File: src/rtl/uart_irq_pkg.sv
package uart_irq_pkg;

  localparam logic [7:0] IID_NONE = 8'h01;
  localparam logic [7:0] IID_LS   = 8'h06;
  localparam logic [7:0] IID_TMO  = 8'h0C;
  localparam logic [7:0] IID_TX   = 8'h02;
  localparam logic [7:0] IID_MS   = 8'h00;

  typedef enum logic [2:0] {
    OFS_DATA  = 3'd0,
    OFS_IEN   = 3'd1,
    OFS_IID   = 3'd2,
    OFS_LCTL  = 3'd3,
    OFS_MCTL  = 3'd4,
    OFS_LSTAT = 3'd5,
    OFS_MSTAT = 3'd6,
    OFS_SCR   = 3'd7
  } ofs_e;

  // interrupt sources, highest priority first
  typedef struct packed {
    logic ovr;
    logic rx;
    logic tx;
    logic ms;
  } src_t;

endpackage

File: src/rtl/uart_irq_prio.sv
module uart_irq_prio
  import uart_irq_pkg::*;
(
  input  src_t       req,
  input  logic [3:0] en,
  output logic [7:0] code,
  output logic       pending
);

  src_t live;

  // enable roles: bit0 rx, bit1 tx, bit2 line status, bit3 modem
  assign live.ovr = req.ovr & en[2];
  assign live.rx  = req.rx  & en[0];
  assign live.tx  = req.tx  & en[1];
  assign live.ms  = req.ms  & en[3];

  always_comb begin
    if (live.ovr)      code = IID_LS;
    else if (live.rx)  code = IID_TMO;
    else if (live.tx)  code = IID_TX;
    else if (live.ms)  code = IID_MS;
    else               code = IID_NONE;
  end

  assign pending = |live;

endmodule

File: src/rtl/uart_irq_lsr.sv
module uart_irq_lsr (
  input  logic       clk,
  input  logic       rst,
  input  logic       ovr_event,
  input  logic       rd_stb,
  input  logic       rx_any,
  output logic       oe,
  output logic [7:0] lsr_val
);

  logic oe_q;

  always_ff @(posedge clk) begin
    if (rst)            oe_q <= 1'b0;
    else if (ovr_event) oe_q <= 1'b1;
    else if (rd_stb)    oe_q <= 1'b0;
  end

  assign oe      = oe_q;
  // bit6 shifter empty, bit5 holding empty: the transmitter is always ready
  assign lsr_val = {1'b0, 1'b1, 1'b1, 3'b000, oe_q, rx_any};

  p_oe_clear_r7: assert property (@(posedge clk) disable iff (rst)
    (rd_stb && !ovr_event) |=> !oe_q);

  p_oe_set_r7: assert property (@(posedge clk) disable iff (rst)
    ovr_event |=> oe_q);

endmodule

File: src/rtl/uart_irq_divlatch.sv
module uart_irq_divlatch #(
  parameter int DIV_W     = 16,
  parameter int RESET_DIV = 12
) (
  input  logic       clk,
  input  logic       rst,
  input  logic       wr_lo,
  input  logic       wr_hi,
  input  logic [7:0] wdata,
  output logic [7:0] lo,
  output logic [7:0] hi
);

  localparam logic [DIV_W-1:0] RST_VAL = DIV_W'(RESET_DIV);

  logic [DIV_W-1:0] div_q;

  always_ff @(posedge clk) begin
    if (rst) begin
      div_q <= RST_VAL;
    end else begin
      if (wr_lo) div_q[7:0]  <= wdata;
      if (wr_hi) div_q[15:8] <= wdata;
    end
  end

  assign lo = div_q[7:0];
  assign hi = div_q[15:8];

endmodule

File: src/rtl/uart_irq_regfront.sv
module uart_irq_regfront
  import uart_irq_pkg::*;
#(
  parameter int ADDR_W     = 4,
  parameter int FIFO_DEPTH = 16,
  parameter int REF_HZ     = 1843200,
  parameter int BAUD       = 9600,
  parameter int CNT_W      = $clog2(FIFO_DEPTH + 1)
) (
  input  logic              clk,
  input  logic              rst,
  input  logic              acc_en,
  input  logic              acc_we,
  input  logic [ADDR_W-1:0] acc_addr,
  input  logic [7:0]        acc_wdata,
  output logic [7:0]        rd_data,
  output logic              rd_valid,
  output logic [7:0]        tx_byte,
  output logic              tx_load,
  input  logic [7:0]        rx_head,
  input  logic [CNT_W-1:0]  rx_level,
  output logic              rx_pop,
  input  logic              ovr_event,
  input  logic [7:0]        modem_stat,
  output logic              modem_rd,
  output logic              irq
);

  localparam int RESET_DIV = REF_HZ / BAUD / 16;

  // ---------------- decode ----------------
  logic in_map;
  generate
    if (ADDR_W > 3) begin : g_wide
      assign in_map = (acc_addr[ADDR_W-1:3] == '0);
    end else begin : g_narrow
      assign in_map = 1'b1;
    end
  endgenerate

  ofs_e ofs;
  assign ofs = ofs_e'(acc_addr[2:0]);

  logic [7:0] lcr_q;
  logic       dlab;
  assign dlab = lcr_q[7];

  logic hit, hit_wr, hit_rd;
  assign hit    = acc_en & in_map;
  assign hit_wr = hit & acc_we;
  assign hit_rd = hit & ~acc_we;

  logic wr_dl_lo, wr_dl_hi, wr_data, wr_ien, wr_fcr, wr_lcr, wr_mcr, wr_scr;
  logic rd_data_s, rd_iid, rd_lsr, rd_msr;

  assign wr_dl_lo  = hit_wr &  dlab & (ofs == OFS_DATA);
  assign wr_dl_hi  = hit_wr &  dlab & (ofs == OFS_IEN);
  assign wr_data   = hit_wr & ~dlab & (ofs == OFS_DATA);
  assign wr_ien    = hit_wr & ~dlab & (ofs == OFS_IEN);
  assign wr_fcr    = hit_wr & (ofs == OFS_IID);
  assign wr_lcr    = hit_wr & (ofs == OFS_LCTL);
  assign wr_mcr    = hit_wr & (ofs == OFS_MCTL);
  assign wr_scr    = hit_wr & (ofs == OFS_SCR);
  assign rd_data_s = hit_rd & ~dlab & (ofs == OFS_DATA);
  assign rd_iid    = hit_rd & (ofs == OFS_IID);
  assign rd_lsr    = hit_rd & (ofs == OFS_LSTAT);
  assign rd_msr    = hit_rd & (ofs == OFS_MSTAT);

  // ---------------- state ----------------
  logic [3:0] ier_q;
  logic [4:0] mcr_q;
  logic [7:0] scr_q;
  logic       fifo_en_q;
  logic       thre_q;

  logic       rx_any;
  assign rx_any = (rx_level != '0);

  logic [7:0] dl_lo, dl_hi;
  uart_irq_divlatch #(
    .DIV_W     (16),
    .RESET_DIV (RESET_DIV)
  ) u_div (
    .clk   (clk),
    .rst   (rst),
    .wr_lo (wr_dl_lo),
    .wr_hi (wr_dl_hi),
    .wdata (acc_wdata),
    .lo    (dl_lo),
    .hi    (dl_hi)
  );

  logic       oe;
  logic [7:0] lsr_val;
  uart_irq_lsr u_lsr (
    .clk       (clk),
    .rst       (rst),
    .ovr_event (ovr_event),
    .rd_stb    (rd_lsr),
    .rx_any    (rx_any),
    .oe        (oe),
    .lsr_val   (lsr_val)
  );

  src_t       req;
  logic [7:0] code;
  logic       pend;
  assign req.ovr = oe;
  assign req.rx  = rx_any;
  assign req.tx  = thre_q;
  assign req.ms  = |modem_stat[3:0];

  uart_irq_prio u_prio (
    .req     (req),
    .en      (ier_q),
    .code    (code),
    .pending (pend)
  );

  always_ff @(posedge clk) begin
    if (rst) begin
      ier_q     <= '0;
      lcr_q     <= '0;
      mcr_q     <= '0;
      scr_q     <= '0;
      fifo_en_q <= 1'b0;
    end else begin
      if (wr_ien) ier_q     <= acc_wdata[3:0];
      if (wr_lcr) lcr_q     <= acc_wdata;
      if (wr_mcr) mcr_q     <= acc_wdata[4:0];
      if (wr_scr) scr_q     <= acc_wdata;
      if (wr_fcr) fifo_en_q <= acc_wdata[0];
    end
  end

  always_ff @(posedge clk) begin
    if (rst)                            thre_q <= 1'b0;
    else if (wr_data)                   thre_q <= 1'b1;
    else if (rd_iid && code == IID_TX)  thre_q <= 1'b0;
  end

  // ---------------- read mux ----------------
  logic [7:0] rd_mux;
  always_comb begin
    rd_mux = 8'hFF;
    if (in_map) begin
      case (ofs)
        OFS_DATA:  rd_mux = dlab ? dl_lo : (rx_any ? rx_head : 8'hFF);
        OFS_IEN:   rd_mux = dlab ? dl_hi : {4'b0000, ier_q};
        OFS_IID:   rd_mux = {fifo_en_q, fifo_en_q, 6'b000000} | code;
        OFS_LCTL:  rd_mux = lcr_q;
        OFS_MCTL:  rd_mux = {3'b000, mcr_q};
        OFS_LSTAT: rd_mux = lsr_val;
        OFS_MSTAT: rd_mux = modem_stat;
        OFS_SCR:   rd_mux = scr_q;
        default:   rd_mux = 8'hFF;
      endcase
    end
  end

  // ---------------- registered outputs ----------------
  always_ff @(posedge clk) begin
    if (rst) begin
      rd_data  <= '0;
      rd_valid <= 1'b0;
      tx_byte  <= '0;
      tx_load  <= 1'b0;
      rx_pop   <= 1'b0;
      modem_rd <= 1'b0;
      irq      <= 1'b0;
    end else begin
      rd_valid <= hit_rd | (acc_en & ~acc_we & ~in_map);
      if (acc_en && !acc_we) rd_data <= rd_mux;
      tx_load  <= wr_data;
      if (wr_data) tx_byte <= acc_wdata;
      rx_pop   <= rd_data_s & rx_any;
      modem_rd <= rd_msr;
      irq      <= pend;
    end
  end

  // ---------------- assertions ----------------
  p_thre_set_r5: assert property (@(posedge clk) disable iff (rst)
    wr_data |=> thre_q);

  p_tx_clear_r5: assert property (@(posedge clk) disable iff (rst)
    (rd_iid && code == IID_TX) |=> !thre_q);

  p_pop_nonempty_r10: assert property (@(posedge clk) disable iff (rst)
    rx_pop |-> $past(rx_level != '0));

  p_masked_quiet_r8: assert property (@(posedge clk) disable iff (rst)
    (ier_q == 4'h0) |=> !irq);

  p_one_strobe_r12: assert property (@(posedge clk) disable iff (rst)
    $onehot0({rx_pop, modem_rd, tx_load}));

  p_div_hold_r2: assert property (@(posedge clk) disable iff (rst)
    !dlab |=> $stable(dl_lo));

endmodule

File: config.mk
export PLATFORM = sky130hd
export DESIGN_NAME = uart_irq_regfront
export DESIGN_NICKNAME = d
export VERILOG_FILES = /design/src/rtl/uart_irq_pkg.sv /design/src/rtl/uart_irq_prio.sv /design/src/rtl/uart_irq_lsr.sv /design/src/rtl/uart_irq_divlatch.sv /design/src/rtl/uart_irq_regfront.sv
export SDC_FILE = /design/constraint.sdc
export NUM_CORES = 1
export LEC_CHECK = 0
export BUFFER_PORTS_ARGS = -buffer_cell sky130_fd_sc_hd__buf_2
export CORE_ASPECT_RATIO = 0.5
export CORE_MARGIN = 3
export CORE_UTILIZATION = 30
export CTS_CLUSTER_DIAMETER = 120
export DETAILED_ROUTE_END_ITERATION = 12
export SYNTH_ARGS = -nofsm -noshare
export SYNTH_HDL_FRONTEND = slang
export SYNTH_HIERARCHICAL = 1
export SYNTH_SLANG_ARGS = --single-unit
File: constraint.sdc
create_clock -name clk -period 4.2 [get_ports clk]
set_clock_uncertainty 0.15 [all_clocks]
set_input_delay 0.21 -clock clk [delete_from_list [all_inputs] [get_ports clk]]
set_output_delay 0.21 -clock clk [all_outputs]
set_load 0.05 [all_outputs]
==> summary.txt <==
Net count reported at finish = 429
H-tree levels = 3
Finish-stage setup viols = 0
Yosys cell types = 49
Most frequent cells in the layout = 65 x dfxtp_1, 62 x nor2_1, 60 x mux2i_1
Sequential-to-total area share from yosys stat = 0.406
CP Capture Type = flip-flop
Total GRT Usage = 0.154
DRC Markers = 0
FF+latch count, synth = 65
Routed vias = 2662
Wire per inst = 17.0 µm
Comb pwr share = 0.093
Max Fclk = 0.430 GHz
Cts repair resizes = 0
Core box area = 9920 µm²
Top cells by area, synth = dfxtp_1 41%, mux2i_1 19%, nor2_1 7.3%, buf_4 3.5%, nand2b_1 2.3%
Clock power frac = 0.479
Final Hold Viols = 0
Post-CTS Hold Fix Bufs = 1
Final Critical Period = 2.33 ns
Die width = 152 µm
Area growth syn-to-layout = 17.7%
Largest net degree at the start of global routing = 42
Yosys top cell area share = 0.406
CTS tree = built
Internal power = 1.12 mW
Fin. max-slew vios = 0
Layout cells sized above 1 = 0.209
CTS Sinks = 65
CTS buffer count = 9
Num ports = 59
Worst setup SP type = input port
Outcome = completed
Clock-pin transition on the worst setup and hold timing paths = 0.05 ns
ANT cells = 0
Critical path data required time = 4.23 ns
Yosys Warn Count = 6
Number of setup buffers added after CTS = 0
Pre-antenna DRT Iters = 5
Critical path peak fanout = 10
Power Density = 390 nW/µm²
Max-slew headroom = 0.311
Post-DP HPWL = 6200 µm
Worst EP arrival = 2.36 ns
Clk buf depth = 2
Area post-placement = 3490 µm²
Placer Congestion = 0.841
Post-route ant nets = 0
Synth area leader = dfxtp_1
Mapped Area = 3210 µm²
Gr ovfl total = 0
Hold crit path type = in -> reg
Most common flop cell mapped by yosys = dfxtp_1
Initial antenna violation count = 0
Clock root cell = clkbuf_16
Crit Path Class = in -> reg
TNS Setup = 0 ns
Switch Pwr = 357 µW
Sequential share of power = 0.429
RSZ-0062 raised after global routing = false
Commonest non-fill, non-tap cell in the layout = dfxtp_1
Initial Util = 0.323
Die Ht = 79.1 µm
Port bufs = 58
Asr flop ratio synth = 0
Die area = 12000 µm²
Leak = 1.55 nW
First DRT Iteration DRCs = 326
Design Area, Final = 3770 µm²
Max Cap Viol = 0
Vias per cell = 5.04
Global-route wire length before repair = 14400 µm
Mapped Avg Cell Area = 9.19 µm²
Clock network latency to the later pin of the worst-skew pair = 0.33 ns
Peak supply drop = 0.000180 V
Row count = 25
Worst Max-Slew Pin Slew = 1.03 ns
Tcrit/Tclk final = 0.554
EDFF count, synth = 0
Vias in the first global route = 2604
Mapped Cells = 349
Detailed Route WL = 8960 µm
Net Sw Frac = 0.242
## synth_stat cells, types with 5 or more instances
cell      count
dfxtp_1      65
nor2_1       62
mux2i_1      60
buf_4        15
clkbuf_1     14
nand2_1      12
nand2b_1     12
o311ai_0      8
a31oi_1       6
nor2b_1       6
o21ai_0       6
o21bai_1      6
buf_2         5
or3_1         5
## worst paths after layout
check	depth (start not counted)	from	slack [ns]	end
hold / removal	3	acc_en	0.03	rd_valid
setup reg to reg	4	lcr_q[7]	2.39	tx_byte[3]
hold reg to reg	2	u_div/div_q[6]	0.33	u_div/div_q[6]
setup / recovery	9	rx_level[1]	1.87	thre_q
## flip-flops by register name, summed over array words and instances, names as in the netlist
signal	cells
rx_pop	1
scr_q	8
fifo_en_q	1
rd_data	8
ier_q	4
thre_q	1
lcr_q	8
u_lsr/oe	1
tx_byte	8
irq	1
modem_rd	1
u_div/div_q	16
tx_load	1
mcr_q	5
rd_valid	1
## stage by stage
step           worst slack [ns]  hold WS [ns]   util  std cells  total power, mW
3_5_place_dp               1.54         0.307  0.352        514            0.780
6_report                   1.87        0.0301  0.381        528             1.47
4_1_cts                    1.88        0.0203  0.381        528             1.49
5_1_grt                    1.65        0.0389  0.381        528             1.54
2_1_floorplan              2.04         0.122      -        356            0.736
3_3_place_gp               1.60         0.304  0.352        514            0.780
## power by group through the flow
stage / Clock [mW] / Sequential (mW) / Combinational, mW
5_1_grt: 0.761 / 0.633 / 0.149
3_3_place_gp: 0 / 0.645 / 0.135
6_report: 0.706 / 0.632 / 0.136
3_5_place_dp: 0 / 0.645 / 0.135
2_1_floorplan: 0 / 0.667 / 0.0697
4_1_cts: 0.723 / 0.632 / 0.136
## final cells by class
cell class	instances	area, µm²
fill	1013	6140
multi-input combinational	251	1700
sequential	65	1300
timing repair buffer	62	323
clock buffer	9	225
tap	135	169
clock inverter	4	47.5
inverter	2	7.51
## routing by layer
layer | wire (µm) | share of wire | vias to the layer above | GRT usage
met3 | 738 | 0.082 | 9 | 0.0588
met1 | 4380 | 0.49 | 1263 | 0.218
met5 | 0 | 0 | - | 0
met2 | 3730 | 0.42 | 86 | 0.215
met4 | 110 | 0.012 | 0 | 0.0448
li1 | - | - | 1304 | -
## cell families (layout without fill, tap and decap cells)
logic type	after synthesis	count (layout)	synth area share
flip-flops	65	65	0.406
AO/OA/AOI/OAI	59	59	0.139
buffers and inverters	40	77	0.0718
multiplexers	64	64	0.201
AND/OR/NAND/NOR	118	118	0.178
other	3	10	0.00351
## critical path, cell delays in order
cell	delay, ns
buf_2	0.09
or3_1	0.37
nor3_2	0.51
inv_1	0.16
a22o_1	0.31
nor4b_1	0.27
nand2_1	0.09
o41ai_1	0.23
a21oi_1	0.11
Power figures use the tool's default switching activity.
